`src/rtl/yc_fmt_pkg.sv`:
```
package yc_fmt_pkg;
  typedef enum logic {PH_CB = 1'b0, PH_CR = 1'b1} phase_e;
  localparam int unsigned LANES = 3;
endpackage

```
`src/rtl/fmt_capture.sv`:
```
module fmt_capture
  import yc_fmt_pkg::*;
#(
  parameter int unsigned BW = 8,
  localparam int unsigned PW = LANES * BW
) (
  input  logic          clk_i,
  input  logic          rst_ni,
  input  logic [PW-1:0] pix_i,
  input  logic          av_i,
  output logic [PW-1:0] s1_pix_o,
  output logic          s1_av_o,
  output phase_e        s1_ph_o
);
  // set when the next active pixel is a red-difference sample
  logic nxt_cr_q;

  always_ff @(posedge clk_i or negedge rst_ni) begin
    if (!rst_ni) begin
      s1_pix_o <= '0;
      s1_av_o  <= 1'b0;
      s1_ph_o  <= PH_CB;
      nxt_cr_q <= 1'b0;
    end else begin
      s1_pix_o <= pix_i;
      s1_av_o  <= av_i;
      s1_ph_o  <= (av_i && nxt_cr_q) ? PH_CR : PH_CB;
      nxt_cr_q <= av_i && !nxt_cr_q;
    end
  end
endmodule

```
`src/rtl/fmt_rebuild.sv`:
```
module fmt_rebuild
  import yc_fmt_pkg::*;
#(
  parameter int unsigned BW = 8,
  localparam int unsigned PW = LANES * BW
) (
  input  logic          clk_i,
  input  logic          rst_ni,
  input  logic [PW-1:0] s1_pix_i,
  input  logic          s1_av_i,
  input  phase_e        s1_ph_i,
  input  logic          fmt422_i,
  output logic [PW-1:0] raw_o,
  output logic          raw_av_o
);
  localparam logic [BW-1:0] NEUTRAL = BW'(1) << (BW - 1);

  logic [PW-1:0] s2_pix_q;
  logic          s2_av_q;
  phase_e        s2_ph_q;
  logic [BW-1:0] cb_hold_q;
  logic [BW-1:0] y_w, c_w, cb_w, cr_w;

  always_ff @(posedge clk_i or negedge rst_ni) begin
    if (!rst_ni) begin
      s2_pix_q  <= '0;
      s2_av_q   <= 1'b0;
      s2_ph_q   <= PH_CB;
      cb_hold_q <= '0;
    end else begin
      s2_pix_q <= s1_pix_i;
      s2_av_q  <= s1_av_i;
      s2_ph_q  <= s1_ph_i;
      if (s2_av_q && s2_ph_q == PH_CB) cb_hold_q <= s2_pix_q[BW-1:0];
    end
  end

  assign y_w = s2_pix_q[2*BW-1:BW];
  assign c_w = s2_pix_q[BW-1:0];

  always_comb begin
    if (s2_ph_q == PH_CB) begin
      cb_w = c_w;
      // look ahead one stage for the partner sample
      cr_w = (s1_av_i && s1_ph_i == PH_CR) ? s1_pix_i[BW-1:0] : NEUTRAL;
    end else begin
      cb_w = cb_hold_q;
      cr_w = c_w;
    end
  end

  assign raw_o    = fmt422_i ? {y_w, cb_w, cr_w} : s2_pix_q;
  assign raw_av_o = s2_av_q;
endmodule

```
`src/rtl/fmt_output.sv`:
```
module fmt_output
  import yc_fmt_pkg::*;
#(
  parameter int unsigned BW = 8,
  localparam int unsigned PW = LANES * BW
) (
  input  logic          clk_i,
  input  logic          rst_ni,
  input  logic [PW-1:0] raw_i,
  input  logic          av_i,
  input  logic          twos_en_i,
  input  logic          mask_we_i,
  input  logic [PW-1:0] mask_d_i,
  output logic [PW-1:0] mask_o,
  output logic [PW-1:0] pix_o,
  output logic          vld_o
);
  logic [PW-1:0] conv_w;

  // lanes 0 and 1 hold chroma; lane 2 holds luma
  for (genvar g = 0; g < int'(LANES); g++) begin : g_lane
    if (g < 2) begin : g_chroma
      assign conv_w[g*BW +: BW] = raw_i[g*BW +: BW] ^ {twos_en_i, {(BW-1){1'b0}}};
    end else begin : g_luma
      assign conv_w[g*BW +: BW] = raw_i[g*BW +: BW];
    end
  end

  always_ff @(posedge clk_i or negedge rst_ni) begin
    if (!rst_ni) begin
      mask_o <= '1;
      pix_o  <= '0;
      vld_o  <= 1'b0;
    end else begin
      if (mask_we_i) mask_o <= mask_d_i;
      vld_o <= av_i;
      pix_o <= av_i ? (conv_w & mask_o) : '0;
    end
  end
endmodule

```
`src/rtl/yc422_formatter.sv`:
```
module yc422_formatter
  import yc_fmt_pkg::*;
#(
  parameter int unsigned BW = 8,
  localparam int unsigned PW = LANES * BW
) (
  input  logic          clk_i,
  input  logic          rst_ni,
  input  logic [PW-1:0] pix_i,
  input  logic          av_i,
  input  logic          fmt422_i,
  input  logic          twos_en_i,
  input  logic          mask_we_i,
  input  logic [PW-1:0] mask_d_i,
  output logic [PW-1:0] pix_o,
  output logic          vld_o
);
  logic [PW-1:0] s1_pix, raw, mask_q;
  logic          s1_av, raw_av;
  phase_e        s1_ph;

  fmt_capture #(.BW(BW)) u_cap (
    .clk_i, .rst_ni, .pix_i, .av_i,
    .s1_pix_o(s1_pix), .s1_av_o(s1_av), .s1_ph_o(s1_ph)
  );

  fmt_rebuild #(.BW(BW)) u_reb (
    .clk_i, .rst_ni,
    .s1_pix_i(s1_pix), .s1_av_i(s1_av), .s1_ph_i(s1_ph),
    .fmt422_i, .raw_o(raw), .raw_av_o(raw_av)
  );

  fmt_output #(.BW(BW)) u_out (
    .clk_i, .rst_ni, .raw_i(raw), .av_i(raw_av), .twos_en_i,
    .mask_we_i, .mask_d_i, .mask_o(mask_q), .pix_o, .vld_o
  );
endmodule

```
`config.mk`:
```
export PLATFORM = sky130hd
export DESIGN_NAME = yc422_formatter
export DESIGN_NICKNAME = d
export VERILOG_FILES = /design/src/rtl/yc_fmt_pkg.sv /design/src/rtl/fmt_capture.sv /design/src/rtl/fmt_rebuild.sv /design/src/rtl/fmt_output.sv /design/src/rtl/yc422_formatter.sv
export SDC_FILE = /design/constraint.sdc
export NUM_CORES = 1
export LEC_CHECK = 0
export CORE_MARGIN = 1
export CORE_UTILIZATION = 35
export DETAILED_ROUTE_END_ITERATION = 8
export DONT_BUFFER_PORTS = 1
export PLACE_DENSITY = 0.53
export SYNTH_ARGS = -nofsm -noshare
export SYNTH_HDL_FRONTEND = slang
export SYNTH_SLANG_ARGS = --single-unit
```
`constraint.sdc`:
```
create_clock -name clk_i -period 2.1 [get_ports clk_i]
set_input_delay 0 -clock clk_i [delete_from_list [all_inputs] [get_ports clk_i]]
set_output_delay 0 -clock clk_i [all_outputs]
set_load 0.02 [all_outputs]
```
* Yosys cells after proc, flatten, opt, wreduce, memory -nomap -nowiden *
Cells that the tools add are included.
W data, S select, Z words.

operators by class
  reductions and logical operators = 5
  mux-type cells = 6
  bitwise logic cells = 4

operators with widths
  cell                 count
  $mux W24             2
  $and A24 B24 Y24     1
  $mux W8              3
  $xor A8 B8 Y8        2
  $logic_and A1 B1 Y1  4
  $logic_not A1 Y1     1
  $mux W1              1
  $not A1 Y1           1

word-level totals
  bits in registers = 110
  output and inout port bits = 25

* Depth between registers and ports, before layout *
Gate-level depths: netlist of run 1.

  depth after elaboration = 7
  depth in mapped cells = 5
  mapped depth without buffers = 3

* Modules after synthesis *
Synthesis of run 1 repeated with hierarchy kept, for this count alone.

unflattened totals
  cell total of the unflattened synthesis = 227
  area, all modules = 3885.0 µm²

by module, submodules not included
  module       cells an instance  sequential area each (µm²)  instances  area an instance (µm²)
  fmt_output   104                1256.2                      1          1828.0
  fmt_rebuild  94                 850.8                       1          1365.1
  fmt_capture  29                 675.6                       1          691.9

* Worst setup path before layout of run 1 *
No wires, ideal clock.

  path type = flip-flop to flip-flop
  from = reg u_reb.s2_ph_q
  to = reg u_out.pix_o[7]
  setup time = 0.079 ns
  stages on the path, launching flop included = 6
  data required time = 2.021 ns
  path slack = 0.910 ns
  clock period less this slack = 1.190 ns
  arrival = 1.110 ns
  cell sequence = dfrtp_1 buf_6 nand2b_4 buf_6 a22oi_4 mux2i_1

on the way
  word-level cells in the longest chain between the ends = 5

ends and longest elaborated chain
  element                 line               source
  from (decl)             fmt_rebuild.sv:20  phase_e s2_ph_q;
  from (signal assigned)  fmt_rebuild.sv:33  s2_ph_q <= s1_ph_i;
  $mux W8                 fmt_rebuild.sv:42  if (s2_ph_q == PH_CB) begin
  $mux W24                fmt_rebuild.sv:52  assign raw_o = fmt422_i ? {y_w, cb_w, cr_w} : s2_pix_q;
  $xor A8 B8 Y8           fmt_output.sv:23   assign conv_w[g*BW +: BW] = raw_i[g*BW +: BW] ^ {twos_en_i, {(BW-1){1'b0}}};
  $and A24 B24 Y24        fmt_output.sv:37   pix_o <= av_i ? (conv_w & mask_o) : '0;
  $mux W24                fmt_output.sv:37
  to (signal assigned)    fmt_output.sv:37
  to (decl)               fmt_output.sv:15   output logic [PW-1:0] pix_o,

No other way between the ends.
A chain may end at the register's enable or synchronous reset.

* Worst setup path in the final report of run 1 *
  from = reg u_reb.s2_av_q, in the netlist u_reb.raw_av_o
  to = reg u_out.pix_o[10]

on the way
  word-level cells in the longest chain between the ends = 1

ends and longest elaborated chain
  element                 line               source
  from (decl)             fmt_rebuild.sv:19  logic s2_av_q;
  from (signal assigned)  fmt_rebuild.sv:32  s2_av_q <= s1_av_i;
  $mux W24                fmt_output.sv:37

No other way between the ends.

==> flow_summary.yaml, run 1 <==
run_status:
  status: "complete, but fails checks"
  violations: "negative hold slack"
clock_tree:
  post_cts_resized: 0
  cts.reportedPaths.clkPinSlew_ns: 0.12
  root_buffer: "clkbuf_8"
  cts_buffers: 9
  post-cts-setup-buffers: 0
  insertion_delay_ns: 0.38
  cts_sinks: 110
  htree_levels: 3
  cts_tree: "done"
  cts_hold_buf: 77
  cts_buffer_depth: 2
synthesis:
  syn-num-nets: 300
  synth_area_leader_cell: "dfrtp_1"
  yosysSeqAreaShare: 0.727
  synthAdderAreaFrac: 0
  synthDistinctLibCells: 23
  synth-xor-area-share: 0
  synth_cells: 246
  ys_ff_latch: 110
  synth_top_family_by_area: "multiplexers"
  synth.area.mux_share: 0.145
  syn_area_per_cell_um2: 15.6
  synth_top_area_share: 0.562
  syn_area_um2: 3830
  synth_area_leaders: "dfrtp_1, dfstp_2, mux2_2"
  synth-simple-area-share: 0.0647
  synth_compound_area_frac: 0.0356
  yosysWarnings: 0
final_layout:
  multi_input_area_um2: 940
  nNetsFinal: 377
  layout-drive-gt1-share: 0.235
  fin_area_um2: 4910
  ff_latch_area_um2: 2780
  n_antenna_cell: 0
  fill_cells: 953
  final_util: 0.470
  instances_no_fill: 464
  area_growth_pct: 28.4
route:
  vias: 2135
  drt_first_pass_iters: 4
  totalWireLength_mm: 7.41
  drcViolationCount: 0
  via_per_inst: 4.60
  drtIter0Drc: 95
  ant_nets: 0
  wl_per_cell_um: 16.0
sta:
  finalClockSkew_ns: 0.0233
  holdWs_ns: -0.706
  hold_viol: 110
  slew_headroom: 0.667
  period_needed_ns: 1.77
  max_clock_freq_mhz: 565
  worstMarginPinSlew_ns: 0.499
  setup_viol: 0
  tns_ns: 0
  fin_ws_ns: 0.329
  period_share: 0.843
  rsz0062_at_grt: "no"
  drv_slew: 0
global_routing:
  antenna_found_initial: 0
  grt_pass1_vias: 2294
  grt_pass1_wl_mm: 12.0
  grt_max_degree: 111
  grt_usage: 0.142
  gr-total-overflow: 0
setup_path:
  cp-end-kind: "flop"
  required_ns: 2.43
  path_class: "flop to flop"
  cp-start-kind: "flop"
  crit_arrival_ns: 2.10
  cp_max_fo: 12
placement:
  placed_area_um2: 3920
  place_congestion: 0.683
  dp_slack_ns: 0.596
  place_hpwl_mm: 4.29
  place_inst: 371
  port_buffers: 0
power_and_ir_drop:
  p_total_mw: 4.15
  irDropWorstVdd_mv: 0.564
  p_leak_nw: 2.17
  powerDensity_nw_per_um2: 844
die:
  rows: 37
  die_y_um: 107
  dieArea_um2: 11400
  initial_core_util: 0.366
  core_area_um2: 10500
  ioPinCount: 79
  die_w_um: 107
worst_hold_path:
  hold_path.class: "input pin to async pin"
run:
  maxCapViolCount: 0
==> area by class of cell <==
cell class / count / share of cell area
multi-input combinational: 121 / 0.191
inverter: 2 / 0.00153
sequential: 110 / 0.566
clock inverter: 7 / 0.0193
clock buffer: 9 / 0.0252
tap: 136 / 0.0346
timing repair buffer: 79 / 0.162
==> power breakdown <==
group	internal, mW	total (mW)	switching [mW]
sequential	2.30	2.41	0.113
clock	0.676	1.39	0.713
combinational	0.243	0.350	0.107
==> worst max-delay path, stage by stage (launching register included) <==
cell	delay (ns)
dfrtp_1	0.64
buf_4	0.29
nand2_1	0.07
a211oi_1	0.15
dlygate4sd3_1	0.56
==> sequential cells by signal (all words and copies together), names as in the netlist <==
signal and cells:
u_out.mask_o 24, u_reb.s2_ph_q 1, u_reb.raw_av_o 1, u_cap.s1_pix_o 24
u_out.pix_o 24, u_cap.s1_ph_o 1, u_cap.nxt_cr_q 1, u_reb.s2_pix_q 24
u_cap.s1_av_o 1, u_reb.cb_hold_q 8, u_out.vld_o 1
==> metal layers <==
| metal | global-route usage | share of wire |
|---|---|---|
| met1 | 0.178 | 0.44 |
| met2 | 0.224 | 0.48 |
| met3 | 0.0541 | 0.066 |
| met4 | 0.0499 | 0.014 |
| met5 | 0 | 0 |
==> layout by cell type (no fill, tap or decap), drive strengths merged <==
cell,n
clkbuf,9
nand3b,2
nor2b,1
mux2,31
dfrtp,86
clkinv,2
dfstp,24
bufinv,2
and2,1
nand2b,2
dlygate4sd3,76
a211oi,7
inv,4
clkinvlp,1
o21ai,1
buf,3
nor2,23
and4b,1
nand2,23
a22oi,8
nand3,2
mux2i,18
a21oi,1
==> cell families (layout without fill, tap and decap cells) <==
kind of cell | after synthesis | after routing
DFF | 110 | 110
muxes | 49 | 49
and+or+nand+nor | 55 | 55
buffers and inverters | 15 | 97
AOI/OAI and AO/OA | 17 | 17
==> Yosys cell counts, drive strengths merged <==
master	n
and2	1
nand2b	2
nand3b	2
nor2b	1
dfrtp	86
o21ai	1
a211oi	7
buf	12
a21oi	1
mux2	31
nand3	2
dfstp	24
nor2	23
mux2i	18
clkbuf	1
and4b	1
nand2	23
a22oi	8
inv	2
==> final timing paths <==
| path | start | endpoint | slack (ns) | depth (start not counted) |
|---|---|---|---|---|
| max | u_reb.raw_av_o | u_out.pix_o[10] | 0.33 | 4 |
| min | rst_ni | u_out.pix_o[4] | -0.71 | 0 |
| max reg2reg | u_reb.raw_av_o | u_out.pix_o[10] | 0.33 | 4 |
| min reg2reg | u_cap.s1_pix_o[9] | u_reb.s2_pix_q[9] | 0.35 | 0 |
| max in group asynchronous | rst_ni | u_out.mask_o[8] | 2.56 | 0 |
| min in group clk_i | pix_i[3] | u_cap.s1_pix_o[3] | 0.16 | 1 |
Power figures use the tool's default switching activity.
==> run 2: changes to the inputs <==
ABC_AREA = 1   (was default)
clock period = 1.76 ns   (was 2.1 ns; I/O delays follow)
==> run 2 against run 1 <==
The flow still finishes with violations (negative hold slack). Register-to-register slack improved by 0.07 ns. Sequential share of layout area shrank 0.20 points. First-iteration DRC count decreased by 14%. Die area up 0.33%. Critical path depth is 1 higher. Global-route usage up 1.4 points. Synthesized cell count increased by 14%. Worst hold slack better by 0.015 ns. Clock skew is 0.012 ns lower. Highest routed layer unchanged. Sequential cell count unchanged. Clock-buffer cell count is 3 higher.
==> flow_summary.yaml, run 2 <==
final_layout:
  layout-drive-gt1-share: 0.186
  area_growth_pct: 28.4
  ff_latch_area_um2: 2780
  fin_area_um2: 4930
  nNetsFinal: 419
  final_cell_mix: "dfrtp_1, dlygate4sd3_1, nand2_1, dfstp_2, a21oi_1"
  n_antenna_cell: 0
  fill_cells: 988
  multi_input_area_um2: 887
  mostFrequentLayoutCell: "dfrtp_1"
synthesis:
  syn_area_per_cell_um2: 13.7
  yosysWarnings: 0
  synth_async_sr_flop_share: 1.00
  syn_area_um2: 3840
  synth_cells: 281
  synth_edf_count: 0
  synthDistinctLibCells: 24
  ys_ff_latch: 110
  synth_area_leaders: "dfrtp_1, dfstp_2, nand2_1"
  ys.flop_type: "dfrtp_1"
  synth_most_common_cell: "dfrtp_1"
  synth_top_area_share: 0.560
  yosysSeqAreaShare: 0.725
  synth_common_cells: "dfrtp_1, nand2_1, dfstp_2, a21oi_1, nor2_1"
  syn-num-nets: 335
  synth_area_leader_cell: "dfrtp_1"
global_routing:
  grt_pass1_vias: 2462
  grt_usage: 0.156
  gr-total-overflow: 0
  grt_pass1_wl_mm: 12.9
  antenna_found_initial: 0
  grt_max_degree: 111
die:
  rows: 37
  dieArea_um2: 11400
  ioPinCount: 79
  die_y_um: 107
  core_area_um2: 10500
  die_w_um: 107
  initial_core_util: 0.367
sta:
  finalClockSkew_ns: 0.0116
  worstMarginPinSlew_ns: 0.997
  tns_ns: 0
  period_needed_ns: 1.51
  setup_viol: 0
  slew_headroom: 0.333
  drv_slew: 0
  hold_viol: 110
  holdWs_ns: -0.690
  period_share: 0.857
  rsz0062_at_grt: "no"
  max_clock_freq_mhz: 663
clock_tree:
  cts_buffer_depth: 2
  insertion_delay_ns: 0.38
  cts_tree: "done"
  root_buffer: "clkbuf_8"
  cts_hold_buf: 81
  cts.reportedPaths.clkPinSlew_ns: 0.10
  cts_sinks: 110
  post-cts-setup-buffers: 0
  cts_buffers: 9
  htree_levels: 3
  post_cts_resized: 0
route:
  via_per_inst: 4.50
  wl_per_cell_um: 15.6
  drcViolationCount: 0
  drtIter0Drc: 82
  totalWireLength_mm: 7.87
  ant_nets: 0
  drt_first_pass_iters: 4
  vias: 2278
setup_path:
  critPathMaxStageDelay_ns: 1.19
  crit_arrival_ns: 1.81
  slowest_stage: "dlygate4sd3_1"
  cp_max_fo: 19
  cp-start-kind: "input pin"
  path_class: "input pin to flop"
  crit_family: "buffers and inverters"
  critPathBufInv: 1
  cp-end-kind: "flop"
  path_cells: "dlygate4sd3_1 > nand2_8 > nor2_8 > nand2_1 > a21oi_1"
  required_ns: 2.06
placement:
  placed_area_um2: 3930
  place_hpwl_mm: 4.73
  port_buffers: 0
  place_congestion: 0.710
power_and_ir_drop:
  irDropWorstVdd_mv: 0.524
  powerDensity_nw_per_um2: 964
  p_leak_nw: 2.19
worst_hold_path:
  hold_path.class: "input pin to async pin"
run:
  maxCapViolCount: 0
run_status:
  status: "complete, but fails checks"
  violations: "negative hold slack"
-- run 2: power by group --
| group | total [mW] | leakage [nW] | internal, mW | switching [mW] |
|---|---|---|---|---|
| Combinational | 0.430 | 0.794 | 0.268 | 0.162 |
| Sequential | 2.87 | 1.30 | 2.73 | 0.134 |
| Clock | 1.46 | 0.0904 | 0.656 | 0.800 |
-- run 2: logic make-up after synthesis --
kind of cell,count (synthesis),share of synthesized area
flops,110,0.725
simple gates,82,0.101
compound gates,39,0.0554
buf+inv,27,0.0443
mux,23,0.0743
-- run 2: area by class of cell --
cell class,count,area share
Clock inverter,4,0.00964
Clock buffer,12,0.0274
Tap cell,136,0.0345
Multi-Input combinational cell,144,0.180
Inverter,17,0.0150
Timing Repair Buffer,83,0.169
Sequential cell,110,0.564
-- run 2: metrics by stage --
step	power (mW)	utilization	worst slack, ns	cells
floorplan	3.10	-	0.684	281
global placement	3.14	0.376	0.435	409
detailed placement	3.15	0.376	0.454	409
CTS	4.83	0.471	0.240	506
global route	5.00	0.471	0.138	506
finish	4.75	0.471	0.253	506
-- run 2: layer usage --
metal,wire (µm),part of all wire,up-vias,track usage
met5,0,0,-,0
li1,-,-,1094,-
met1,3390,0.43,1119,0.187
met2,3880,0.49,55,0.253
met3,494,0.063,10,0.0602
met4,110,0.014,0,0.0587
-- run 2: final timing paths --
kind                                    start            endpoint  slack [ns]  depth (start not counted)
max in group asynchronous              rst_ni     u_out.mask_o[5]        2.17                          0
hold reg to reg            u_cap.s1_pix_o[13]  u_reb.s2_pix_q[13]        0.35                          0
setup reg to reg             u_out.mask_o[18]    u_out.mask_o[18]        0.40                          3
hold / removal                         rst_ni       u_cap.s1_av_o       -0.69                          0
min in group clk_i                  mask_we_i     u_out.mask_o[3]        0.03                          2
setup / recovery                     fmt422_i      u_out.pix_o[0]        0.25                          5
-- run 2: worst reg2reg max path: stages, from the launching register on --
cell	delay, ns
dfstp_2	0.53
inv_1	0.05
o21ai_0	0.16
dlygate4sd3_1	0.57
==> run 3: changes to the inputs <==
ABC_CLOCK_PERIOD_IN_PS = 1760   (was default)
RECOVER_POWER = 100   (was default)
==> run 3 against run 2 <==
The run still ends with negative hold slack left. Register-to-register slack lost 0.08 ns. Sequential power is essentially flat. Global-route usage is the same. Critical endpoint unchanged.
==> flow_summary.yaml, run 3 (synthesis gave the netlist of run 2 again) <==
run_status:
  status: "complete, but fails checks"
  violations: "negative hold slack"
global_routing:
  antenna_found_initial: 0
  gr-max-usage-layer: "met2"
  grt_pass1_wl_mm: 12.9
  grt_pass1_vias: 2462
  grt_max_degree: 111
  gr-total-overflow: 0
  met2_usage: 0.253
  grt_usage: 0.156
  use_met3: 0.0602
  grt_util_met1: 0.187
final_layout:
  final_cell_mix: "dfrtp_1, dlygate4sd3_1, nand2_1, a21oi_1, nor2_1"
  nNetsFinal: 419
  n_antenna_cell: 0
  fin_area_um2: 4890
  instances_no_fill: 506
  mostFrequentLayoutCell: "dfrtp_1"
  layout-drive-gt1-share: 0.149
  area_growth_pct: 27.4
clock_tree:
  post-cts-setup-buffers: 0
  cts_hold_buf: 81
  cts_buffers: 9
  cts_sinks: 110
  post_cts_resized: 0
  cts.reportedPaths.clkPinSlew_ns: 0.09
  cts_tree: "done"
  htree_levels: 3
  cts_buffer_depth: 2
  root_buffer: "clkbuf_8"
  insertion_delay_ns: 0.37
sta:
  rsz0062_at_grt: "no"
  drv_slew: 0
  slew_headroom: 0.333
  max_clock_freq_mhz: 646
  tns_ns: 0
  worstMarginPinSlew_ns: 0.997
  finalClockSkew_ns: 0.00936
  period_share: 0.879
  holdWs_ns: -0.687
  fin_ws_ns: 0.212
  setup_viol: 0
  period_needed_ns: 1.55
  hold_viol: 110
die:
  die_w_um: 107
  initial_core_util: 0.367
  ioPinCount: 79
  die_y_um: 107
  rows: 37
  dieArea_um2: 11400
  core_area_um2: 10500
placement:
  place_hpwl_mm: 4.73
  place_inst: 409
  placed_area_um2: 3930
  place_congestion: 0.710
  dp_slack_ns: 0.454
  port_buffers: 0
route:
  drtIter0Drc: 82
  ant_nets: 0
  drcViolationCount: 0
  vias: 2287
  via_per_inst: 4.52
  totalWireLength_mm: 7.89
  wl_per_cell_um: 15.6
  drt_first_pass_iters: 4
setup_path:
  path_class: "input pin to flop"
  reg2reg_to: "u_reb.cb_hold_q[3]"
  cp_max_fo: 19
  crit_arrival_ns: 1.84
  required_ns: 2.06
  slowest_stage: "dlygate4sd3_1"
  path_cells: "dlygate4sd3_1 > nand2_8 > nor2_4 > nand2_1 > a21oi_1"
  r2r_cells: 3
  rrSetupSlack_ns: 0.32
  critPathMaxStageDelay_ns: 1.19
  r2r-start: "u_reb.s2_ph_q"
  cp-end-kind: "flop"
  cp-start-kind: "input pin"
power_and_ir_drop:
  comb_power_share: 0.087
  p_seq_frac: 0.606
  p_int_mw: 3.64
  p_sw_mw: 1.08
  power_frac_clock: 0.306
  p_leak_nw: 2.14
  irDropWorstVdd_mv: 0.521
  p_sw_frac: 0.229
  powerDensity_nw_per_um2: 964
worst_hold_path:
  hold_path.class: "input pin to async pin"
run:
  maxCapViolCount: 0
run 3: layout make-up:
cell class | count | area [µm²]
fillers | 997 | 5570
flip-flops and latches | 110 | 2780
clock inverters | 4 | 47.5
multi-input cells | 144 | 846
inverters | 17 | 73.8
well taps | 136 | 170
repair buffers | 83 | 836
clock buffers | 12 | 135
run 3: critical path: cells and delay by family:
kind                   cells  cell delay (ns)
buffers and inverters      1             1.19
AO/OA/AOI/OAI              1             0.15
AND/OR/NAND/NOR            3             0.49
run 3: stage by stage:
step	hold WS [ns]	power, mW	utilization
after CTS	-0.727	4.83	0.471
after detailed placement	-0.291	3.15	0.376
final	-0.687	4.72	0.467
after floorplan	-0.296	3.10	-
after global placement	-0.292	3.14	0.376
after global routing	-0.730	4.97	0.467
run 3: worst max-delay path by stage:
stage | startpoint | endpoint | slack [ns] | cells after the start
after floorplan | u_reb.s2_ph_q | u_reb.cb_hold_q[0] | 0.68 | 4
after global placement | u_reb.s2_ph_q | u_out.pix_o[0] | 0.43 | 5
after detailed placement | u_reb.s2_ph_q | u_out.pix_o[0] | 0.45 | 5
after CTS | fmt422_i | u_out.pix_o[0] | 0.24 | 5
after global routing | fmt422_i | u_out.pix_o[0] | 0.09 | 5
final | fmt422_i | u_out.pix_o[0] | 0.21 | 5
run 3: per-layer routing:
| layer | vias up | share of wire |
|---|---|---|
| li1 | 1094 | - |
| met1 | 1120 | 0.43 |
| met2 | 64 | 0.49 |
| met3 | 9 | 0.065 |
| met4 | 0 | 0.012 |
| met5 | - | 0 |
run 3: power by group through the flow:
stage          registers [mW]  clock network (mW)  logic [mW]
2_1_floorplan            2.87                   0       0.230
3_3_place_gp             2.92                   0       0.223
5_1_grt                  2.88                1.63       0.456
3_5_place_dp             2.92                   0       0.227
6_report                 2.86                1.44       0.411
4_1_cts                  2.87                1.53       0.429
